$ cat src/rtl/io_route_pkg.sv
package io_route_pkg;

  localparam int ADDR_W       = 32;
  localparam int IO_W         = 16;
  localparam int GRAN_LOG2    = 12;
  localparam int ALIAS_BITS   = 10;
  localparam int ISA_SEL_LO   = 8;
  localparam int WIN_W        = IO_W - GRAN_LOG2;
  localparam int DATA_W       = 16;
  localparam int REG_AW       = 2;

  localparam logic [REG_AW-1:0] RA_CTRL  = 2'd0;
  localparam logic [REG_AW-1:0] RA_BASE  = 2'd1;
  localparam logic [REG_AW-1:0] RA_LIMIT = 2'd2;

  localparam int CB_ISA   = 0;
  localparam int CB_VGA   = 1;
  localparam int CB_FULL  = 2;
  localparam int CB_ABORT = 3;

  localparam int NUM_VGA_IO = 2;
  localparam logic [ALIAS_BITS-1:0] VGA_IO_LO [NUM_VGA_IO] = '{10'h3B0, 10'h3C0};
  localparam logic [ALIAS_BITS-1:0] VGA_IO_HI [NUM_VGA_IO] = '{10'h3BB, 10'h3DF};

  localparam logic [ADDR_W-1:0] VGA_MEM_LO = 32'h000A_0000;
  localparam logic [ADDR_W-1:0] VGA_MEM_HI = 32'h000B_FFFF;

  typedef struct packed {
    logic             vga_full;
    logic             vga_en;
    logic             isa_excl;
    logic [WIN_W-1:0] base;
    logic [WIN_W-1:0] limit;
  } route_cfg_t;

endpackage

$ cat src/rtl/route_cfg_regs.sv
module route_cfg_regs
  import io_route_pkg::*;
(
  input  logic              clk,
  input  logic              rst,
  input  logic              wr_en,
  input  logic [REG_AW-1:0] addr,
  input  logic [DATA_W-1:0] wdata,
  output logic [DATA_W-1:0] rdata,
  output route_cfg_t        cfg
);

  route_cfg_t cfg_q;

  always_ff @(posedge clk) begin
    if (rst) begin
      cfg_q.isa_excl <= 1'b0;
      cfg_q.vga_en   <= 1'b0;
      cfg_q.vga_full <= 1'b0;
      cfg_q.base     <= '1;
      cfg_q.limit    <= '0;
    end else if (wr_en) begin
      case (addr)
        RA_CTRL: begin
          cfg_q.isa_excl <= wdata[CB_ISA];
          cfg_q.vga_en   <= wdata[CB_VGA];
          cfg_q.vga_full <= wdata[CB_FULL];
        end
        RA_BASE:  cfg_q.base  <= wdata[WIN_W-1:0];
        RA_LIMIT: cfg_q.limit <= wdata[WIN_W-1:0];
        default: ;
      endcase
    end
  end

  always_comb begin
    rdata = '0;
    case (addr)
      RA_CTRL: begin
        rdata[CB_ISA]   = cfg_q.isa_excl;
        rdata[CB_VGA]   = cfg_q.vga_en;
        rdata[CB_FULL]  = cfg_q.vga_full;
        rdata[CB_ABORT] = 1'b0;
      end
      RA_BASE:  rdata[WIN_W-1:0] = cfg_q.base;
      RA_LIMIT: rdata[WIN_W-1:0] = cfg_q.limit;
      default:  rdata = '0;
    endcase
  end

  assign cfg = cfg_q;

endmodule

$ cat src/rtl/io_window_match.sv
module io_window_match
  import io_route_pkg::*;
(
  input  logic            is_io,
  input  logic [IO_W-1:0] io_addr,
  input  logic [WIN_W-1:0] base,
  input  logic [WIN_W-1:0] limit,
  input  logic            isa_excl,
  output logic            claim
);

  logic [WIN_W-1:0] page;
  logic             in_range;
  logic             upper_quarter;

  assign page          = io_addr[IO_W-1:GRAN_LOG2];
  assign in_range      = (page >= base) && (page <= limit);
  assign upper_quarter = |io_addr[ALIAS_BITS-1:ISA_SEL_LO];
  assign claim         = is_io && in_range && !(isa_excl && upper_quarter);

endmodule

$ cat src/rtl/vga_range_match.sv
module vga_range_match
  import io_route_pkg::*;
(
  input  logic              is_io,
  input  logic [ADDR_W-1:0] addr,
  input  logic              vga_en,
  input  logic              vga_full,
  output logic              claim
);

  logic [NUM_VGA_IO-1:0] io_hit;
  logic                  alias_ok;
  logic                  io_claim;
  logic                  mem_claim;

  for (genvar g = 0; g < NUM_VGA_IO; g++) begin : g_io_rng
    assign io_hit[g] = (addr[ALIAS_BITS-1:0] >= VGA_IO_LO[g]) &&
                       (addr[ALIAS_BITS-1:0] <= VGA_IO_HI[g]);
  end

  assign alias_ok  = !vga_full || (addr[IO_W-1:ALIAS_BITS] == '0);
  assign io_claim  = is_io && (|io_hit) && alias_ok;
  assign mem_claim = !is_io && (addr >= VGA_MEM_LO) && (addr <= VGA_MEM_HI);
  assign claim     = vga_en && (io_claim || mem_claim);

endmodule

$ cat src/rtl/io_route_decoder.sv
module io_route_decoder
  import io_route_pkg::*;
(
  input  logic              clk,
  input  logic              rst,
  input  logic              reg_wr_en,
  input  logic [REG_AW-1:0] reg_addr,
  input  logic [DATA_W-1:0] reg_wdata,
  output logic [DATA_W-1:0] reg_rdata,
  input  logic              req_valid,
  input  logic              req_is_io,
  input  logic [ADDR_W-1:0] req_addr,
  output logic              rsp_valid,
  output logic              rsp_forward,
  output logic              rsp_hit_window,
  output logic              rsp_hit_vga
);

  route_cfg_t cfg;
  logic       cfg_isa, cfg_vga, cfg_full;
  logic       win_claim, vga_claim;

  route_cfg_regs u_regs (
    .clk   (clk),
    .rst   (rst),
    .wr_en (reg_wr_en),
    .addr  (reg_addr),
    .wdata (reg_wdata),
    .rdata (reg_rdata),
    .cfg   (cfg)
  );

  assign cfg_isa  = cfg.isa_excl;
  assign cfg_vga  = cfg.vga_en;
  assign cfg_full = cfg.vga_full;

  io_window_match u_win (
    .is_io    (req_is_io),
    .io_addr  (req_addr[IO_W-1:0]),
    .base     (cfg.base),
    .limit    (cfg.limit),
    .isa_excl (cfg_isa),
    .claim    (win_claim)
  );

  vga_range_match u_vga (
    .is_io    (req_is_io),
    .addr     (req_addr),
    .vga_en   (cfg_vga),
    .vga_full (cfg_full),
    .claim    (vga_claim)
  );

  always_ff @(posedge clk) begin
    if (rst) begin
      rsp_valid      <= 1'b0;
      rsp_forward    <= 1'b0;
      rsp_hit_window <= 1'b0;
      rsp_hit_vga    <= 1'b0;
    end else begin
      rsp_valid      <= req_valid;
      rsp_forward    <= req_valid && (win_claim || vga_claim);
      rsp_hit_window <= req_valid && win_claim;
      rsp_hit_vga    <= req_valid && vga_claim;
    end
  end

endmodule

$ cat config.mk
export PLATFORM = sky130hd
export DESIGN_NAME = io_route_decoder
export DESIGN_NICKNAME = d
export VERILOG_FILES = /design/src/rtl/io_route_pkg.sv /design/src/rtl/route_cfg_regs.sv /design/src/rtl/io_window_match.sv /design/src/rtl/vga_range_match.sv /design/src/rtl/io_route_decoder.sv
export SDC_FILE = /design/constraint.sdc
export NUM_CORES = 1
export LEC_CHECK = 0
export BUFFER_PORTS_ARGS = -buffer_cell sky130_fd_sc_hd__buf_2
export CAP_MARGIN = 30
export CELL_PAD_IN_SITES_DETAIL_PLACEMENT = 0
export CELL_PAD_IN_SITES_GLOBAL_PLACEMENT = 1
export CORE_MARGIN = 2
export CORE_UTILIZATION = 29
export CTS_BUF_LIST = sky130_fd_sc_hd__clkbuf_4 sky130_fd_sc_hd__clkbuf_8
export DETAILED_ROUTE_END_ITERATION = 6
export GPL_TIMING_DRIVEN = 0
export PLACE_DENSITY_LB_ADDON = 0.2
export SLEW_MARGIN = 10
export SYNTH_ARGS = -nofsm -noshare
export SYNTH_HDL_FRONTEND = slang
export SYNTH_HIERARCHICAL = 1
export SYNTH_SLANG_ARGS = --single-unit
$ cat constraint.sdc
create_clock -name clk -period 1.7 [get_ports clk]
set_input_delay 0 -clock clk [delete_from_list [all_inputs] [get_ports clk]]
set_output_delay 0 -clock clk [all_outputs]
set_load 0.02 [all_outputs]
# Word level (Yosys, flattened, before mapping)
# Cells that the tools add are included.
word_totals:
  reg_bits: 15
  latchBits: 0
  ram_bits: 0
  rom_bits: 0
  inputBits: 55
  out_inout_bits: 20
  wordCells: 47
  mem_count: 0
classes:
  add_sub_neg: 0
  mul: 0
  n_div: 0
  magnitude_cmp: 8
  n_eq_ne: 2
  shift: 0
  mux: 1
  bitwise_logic: 0
  reduce_logical: 27
ops:
  columns: ["op", "count"]
  rows:
  - ["$ge 32x20->1 const B", 1]
  - ["$le 32x20->1 const B", 1]
  - ["$ge 10x10->1 const B", 2]
  - ["$le 10x10->1 const B", 2]
  - ["$logic_and 1x1->1", 14]
  - ["$pmux 4 s3", 1]
  - ["$logic_not 6->1", 1]
  - ["$reduce_and 2->1", 3]
  - ["$ge 4x4->1", 1]
  - ["$le 4x4->1", 1]
  - ["$reduce_or 2->1", 2]
  - ["$logic_not 1->1", 3]
  - ["$logic_or 1x1->1", 3]
  - ["$eq 2x1->1 const B", 1]
  - ["$eq 2x2->1 const B", 1]
  - ["$logic_not 2->1", 1]

# Logic depth before layout (Yosys ltp)
depth:
  ltp_word: 9
  depth_mapped: 7
  ltp_nobuf: 7

# By module
# Netlist, hierarchy kept.
by_module_without_submodules:
  columns: ["module", "instances", "cells_per_inst", "area_per_inst_um2", "seq_area_each_um2"]
  rows:
  - ["route_cfg_regs", 1, 71, 683.2, 220.2]
  - ["io_window_match", 1, 27, 209.0, 0.0]
  - ["io_route_decoder", 1, 8, 113.9, 80.1]
  - ["vga_range_match", 1, 13, 91.3, 0.0]

# Least setup slack after synthesis
# No wires, ideal clock.
synth_path:
  path_kind: "register -> register"
  start: "register u_regs/cfg[3] (netlist name)"
  end: "register rsp_hit_window"
  setup_time_ns: 0.059
  arrival_ns: 1.222
  required_ns: 1.641
  setup_slack_ns: 0.419
  stages_incl_launch_ff: 7
  path_buffers: 0
  period_less_slack_ns: 1.281
  cell_sequence: "dfxtp_1 > inv_1 > ha_1 > a21oi_2 > o21ai_1 > a221oi_2 > and2_1"
synth_between:
  elab_chain_cells: 5
synth_rtl:
  columns: ["element", "line", "source"]
  rows:
  - ["$le 4x4->1", "io_window_match.sv:17", "assign in_range = (page >= base) && (page <= limit);"]
  - ["$logic_and 1x1->1", "io_window_match.sv:17", null]
  - ["$logic_and 1x1->1 (2 in a row)", "io_window_match.sv:19", "assign claim = is_io && in_range && !(isa_excl && upper_quarter);"]
  - ["named net win_claim", "io_route_decoder.sv:21", "logic win_claim, vga_claim;"]
  - ["$logic_and 1x1->1", "io_route_decoder.sv:63", "rsp_hit_window <= req_valid && win_claim;"]
  - ["to (signal assigned)", "io_route_decoder.sv:63", null]
  - ["to (decl)", "io_route_decoder.sv:15", "output logic rsp_hit_window,"]
# The timed path passes the listed nets, and every way through them passes these cells.
# A chain may end at the register's enable or synchronous reset.

# Worst setup path after layout
layout_path:
  start: "register u_regs/cfg[3] (netlist name)"
  end: "register rsp_hit_window"
layout_between:
  elab_chain_cells: 5
layout_rtl:
  columns: ["element", "line"]
  rows:
  - ["$le 4x4->1", "io_window_match.sv:17"]
  - ["$logic_and 1x1->1", "io_window_match.sv:17"]
  - ["$logic_and 1x1->1 (2 in a row)", "io_window_match.sv:19"]
  - ["named net win_claim", "io_route_decoder.sv:21"]
  - ["$logic_and 1x1->1", "io_route_decoder.sv:63"]
# The timed path passes the listed nets, and every way through them passes these cells.

==> out/results.ini <==
[status]
status=completed

[detailed_routing]
drt_iter0_drc=22
drc=0
ant_nets=0
via_per_inst=4.35
wl_per_cell_um=10.9
num_vias=997
dr.pass1.iters=4
routed_wl_um=2490

[power]
seq_power_share_pct=41.8
p_clk_share_pct=32.9
swShare_pct=28.4
switchingPower_mw=0.252
p_comb_share_pct=25.3
power.total_mw=0.888
internal_power_mw=0.636
powerDensity_nw_per_um2=598
leakagePower_nw=0.740
peakVddDrop_mv=0.292

[finish]
final_area_sq_um=1490
area_growth_pct=35.3
drive_above_1_share_pct=41.4
stdcell_count=229
nNetsFinal=245
antenna_cells=0

[timing]
finalCriticalPeriod_ns=1.44
finalHoldViolCount=0
setup_viol=0
setup_tns_ns=0
grt_setup_unrepaired=no
slew_violations=0
setup_ws_ns=0.264
max_freq_mhz=696
clock_skew_ns=0.00358
post-route-period-util_pct=84.5

[yosys]
ys_seq_area_share_pct=27.4
ys_warn_count=6
yosysTopAreaCell=dfxtp_1
ys_ff_latch=15
synth_top_area_share_pct=27.4
syn_inst=119
synth_cell_types=34
avgSynthCellArea_sq_um=9.22
yosys-top-cells-area=dfxtp_1, mux2i_1, ha_1
synth.cell_area_sq_um=1100

[global_route]
grt_pass1_vias=936
grt-ovfl-total=0
grt_pass1_wl_um=3890
grt_start_max_net_pins=11
grt_use_total_pct=11.8
grt_antenna_before_repair=0

[worst_setup_path]
cpMaxStageDelayCell=dfxtp_1
reg2reg_to=rsp_hit_window
endpoint_kind=register
path_cells=inv_1 > ha_1 > a21oi_2 > o21ai_1 > a221oi_2 > and2_1
slowest_delay_ns=0.36
crit_required_ns=1.90
crit_type=register to register
critPathArrivalTime_ns=1.63
ff2ff_path_depth=6
r2r-start=u_regs/cfg[3]
crit_cells=6
crit_buf_inv=1
cp_top_family=compound AO/OA/AOI/OAI gates
r2r_setup_slack_ns=0.26
cp-start-kind=register
path_max_fanout=3

[placement]
gp_congestion=0.739
pre_cts_slack_ns=0.245
place_inst=224
dp_hpwl_um=2100
numPortBuffers=46
postPlaceCellArea_sq_um=1430

[floorplanning]
num_rows=22
die-area_sq_um=4290
coreArea_sq_um=3660
ioPinCount=75
die_h_um=65.5
dieWidth_um=65.5
initial_core_util_pct=30.0

[clocking]
ctsResizeCount=0
hold_buffers=1
clockRootBuffer=clkbuf_8
cts_tree=done
clkSinkCount=15
htree_levels=1
post_cts_buffers=0
cts-buffers-inserted=3
clock_latency_ns=0.25
clockBufferDepth=2
clkTransAtPathRegs_ns=0.06

[worst_hold_path]
hp-start=req_valid
holdPathStages=2
worst_hold_path.endpoint=rsp_valid
hp-class=primary input to register

[flow_run]
drv_cap=0

==> how the worst max path moves through the flow <==
| stage | from | end |
|---|---|---|
| after floorplan | u_regs/cfg[3] | rsp_hit_window |
| after global placement | u_regs/cfg[3] | rsp_hit_window |
| after detailed placement | u_regs/cfg[3] | rsp_hit_window |
| after CTS | u_regs/cfg[3] | rsp_hit_window |
| after global routing | u_regs/cfg[3] | rsp_hit_window |
| final | u_regs/cfg[3] | rsp_hit_window |
==> power by group through the flow <==
| stage | registers, mW | logic, mW | clock network [mW] |
|---|---|---|---|
| after global placement | 0.379 | 0.219 | 0 |
| after global routing | 0.373 | 0.248 | 0.318 |
| after floorplan | 0.378 | 0.143 | 0 |
| final | 0.371 | 0.224 | 0.292 |
| after detailed placement | 0.379 | 0.223 | 0 |
| after CTS | 0.372 | 0.226 | 0.303 |
==> layout make-up <==
type / instances / area [sq um]
plain buffers: 16 / 123
multi-input cells: 90 / 682
repair buffers: 47 / 240
well taps: 48 / 60.1
inverters: 9 / 33.8
clock inverters: 1 / 5.00
flip-flops and latches: 15 / 300
clock buffers: 3 / 41.3
fillers: 368 / 2180
==> layer usage <==
layer  vias up  track usage, %  routed length, um
li1        519               -                  -
met1       426            14.6               1130
met2        48            19.8               1070
met3         4            2.23                255
met4         0            5.47                 32
met5         -               0                  0
==> sequential cells by signal, summed over array words and instances, names as in the netlist <==
name            flops
u_regs/cfg         11
rsp_hit_vga         1
rsp_forward         1
rsp_valid           1
rsp_hit_window      1
==> per-stage QoR <==
stage               utilization (%)  hold slack (ns)
global placement               39.0            0.210
finish                         40.6          0.00530
detailed placement             39.0            0.212
global route                   40.6          0.00258
floorplan                         -           0.0725
CTS                            40.6          0.00290
==> synthesized netlist by cell type (all sizes together) <==
master    n
buf      16
dfxtp    15
mux2i    14
nand2b   11
inv       9
ha        8
nor2      8
a21oi     4
nand4     3
o211ai    3
o2bb2ai   3
and2      2
and2b     2
and3b     2
nand2     2
nor4      2
nor4b     2
o21ai     2
a211oi    1
a21boi    1
a221oi    1
a22o      1
conb      1
nand3b    1
nor2b     1
nor3b     1
o21a      1
o31ai     1
or4       1
==> layout by cell type (no fill, tap or decap), drive strengths merged <==
cell and n:
a211oi 1, a21boi 1, a21oi 4, a221oi 1, a22o 1, and2 2, and2b 2, and3b 2
buf 62, clkbuf 3, clkinv 1, conb 12, dfxtp 15, dlygate4sd3 1, ha 8, inv 9
mux2i 14, nand2 2, nand2b 11, nand3b 1, nand4 3, nor2 8, nor2b 1, nor3b 1
nor4 2, nor4b 2, o211ai 3, o21a 1, o21ai 2, o2bb2ai 3, o31ai 1, or4 1
==> kinds of logic (layout without fill, tap and decap cells) <==
kind of cell	after synthesis	in the layout	synth area share (%)
AO/OA/AOI/OAI	18	18	13.2
adder cells (fa/ha/maj)	8	8	9.12
buffers and inverters	25	76	14.3
flip-flops	15	15	27.4
multiplexers	14	14	12.8
other	1	12	0.342
AND/OR/NAND/NOR	38	38	22.9
(Power assumes the default switching activity.)
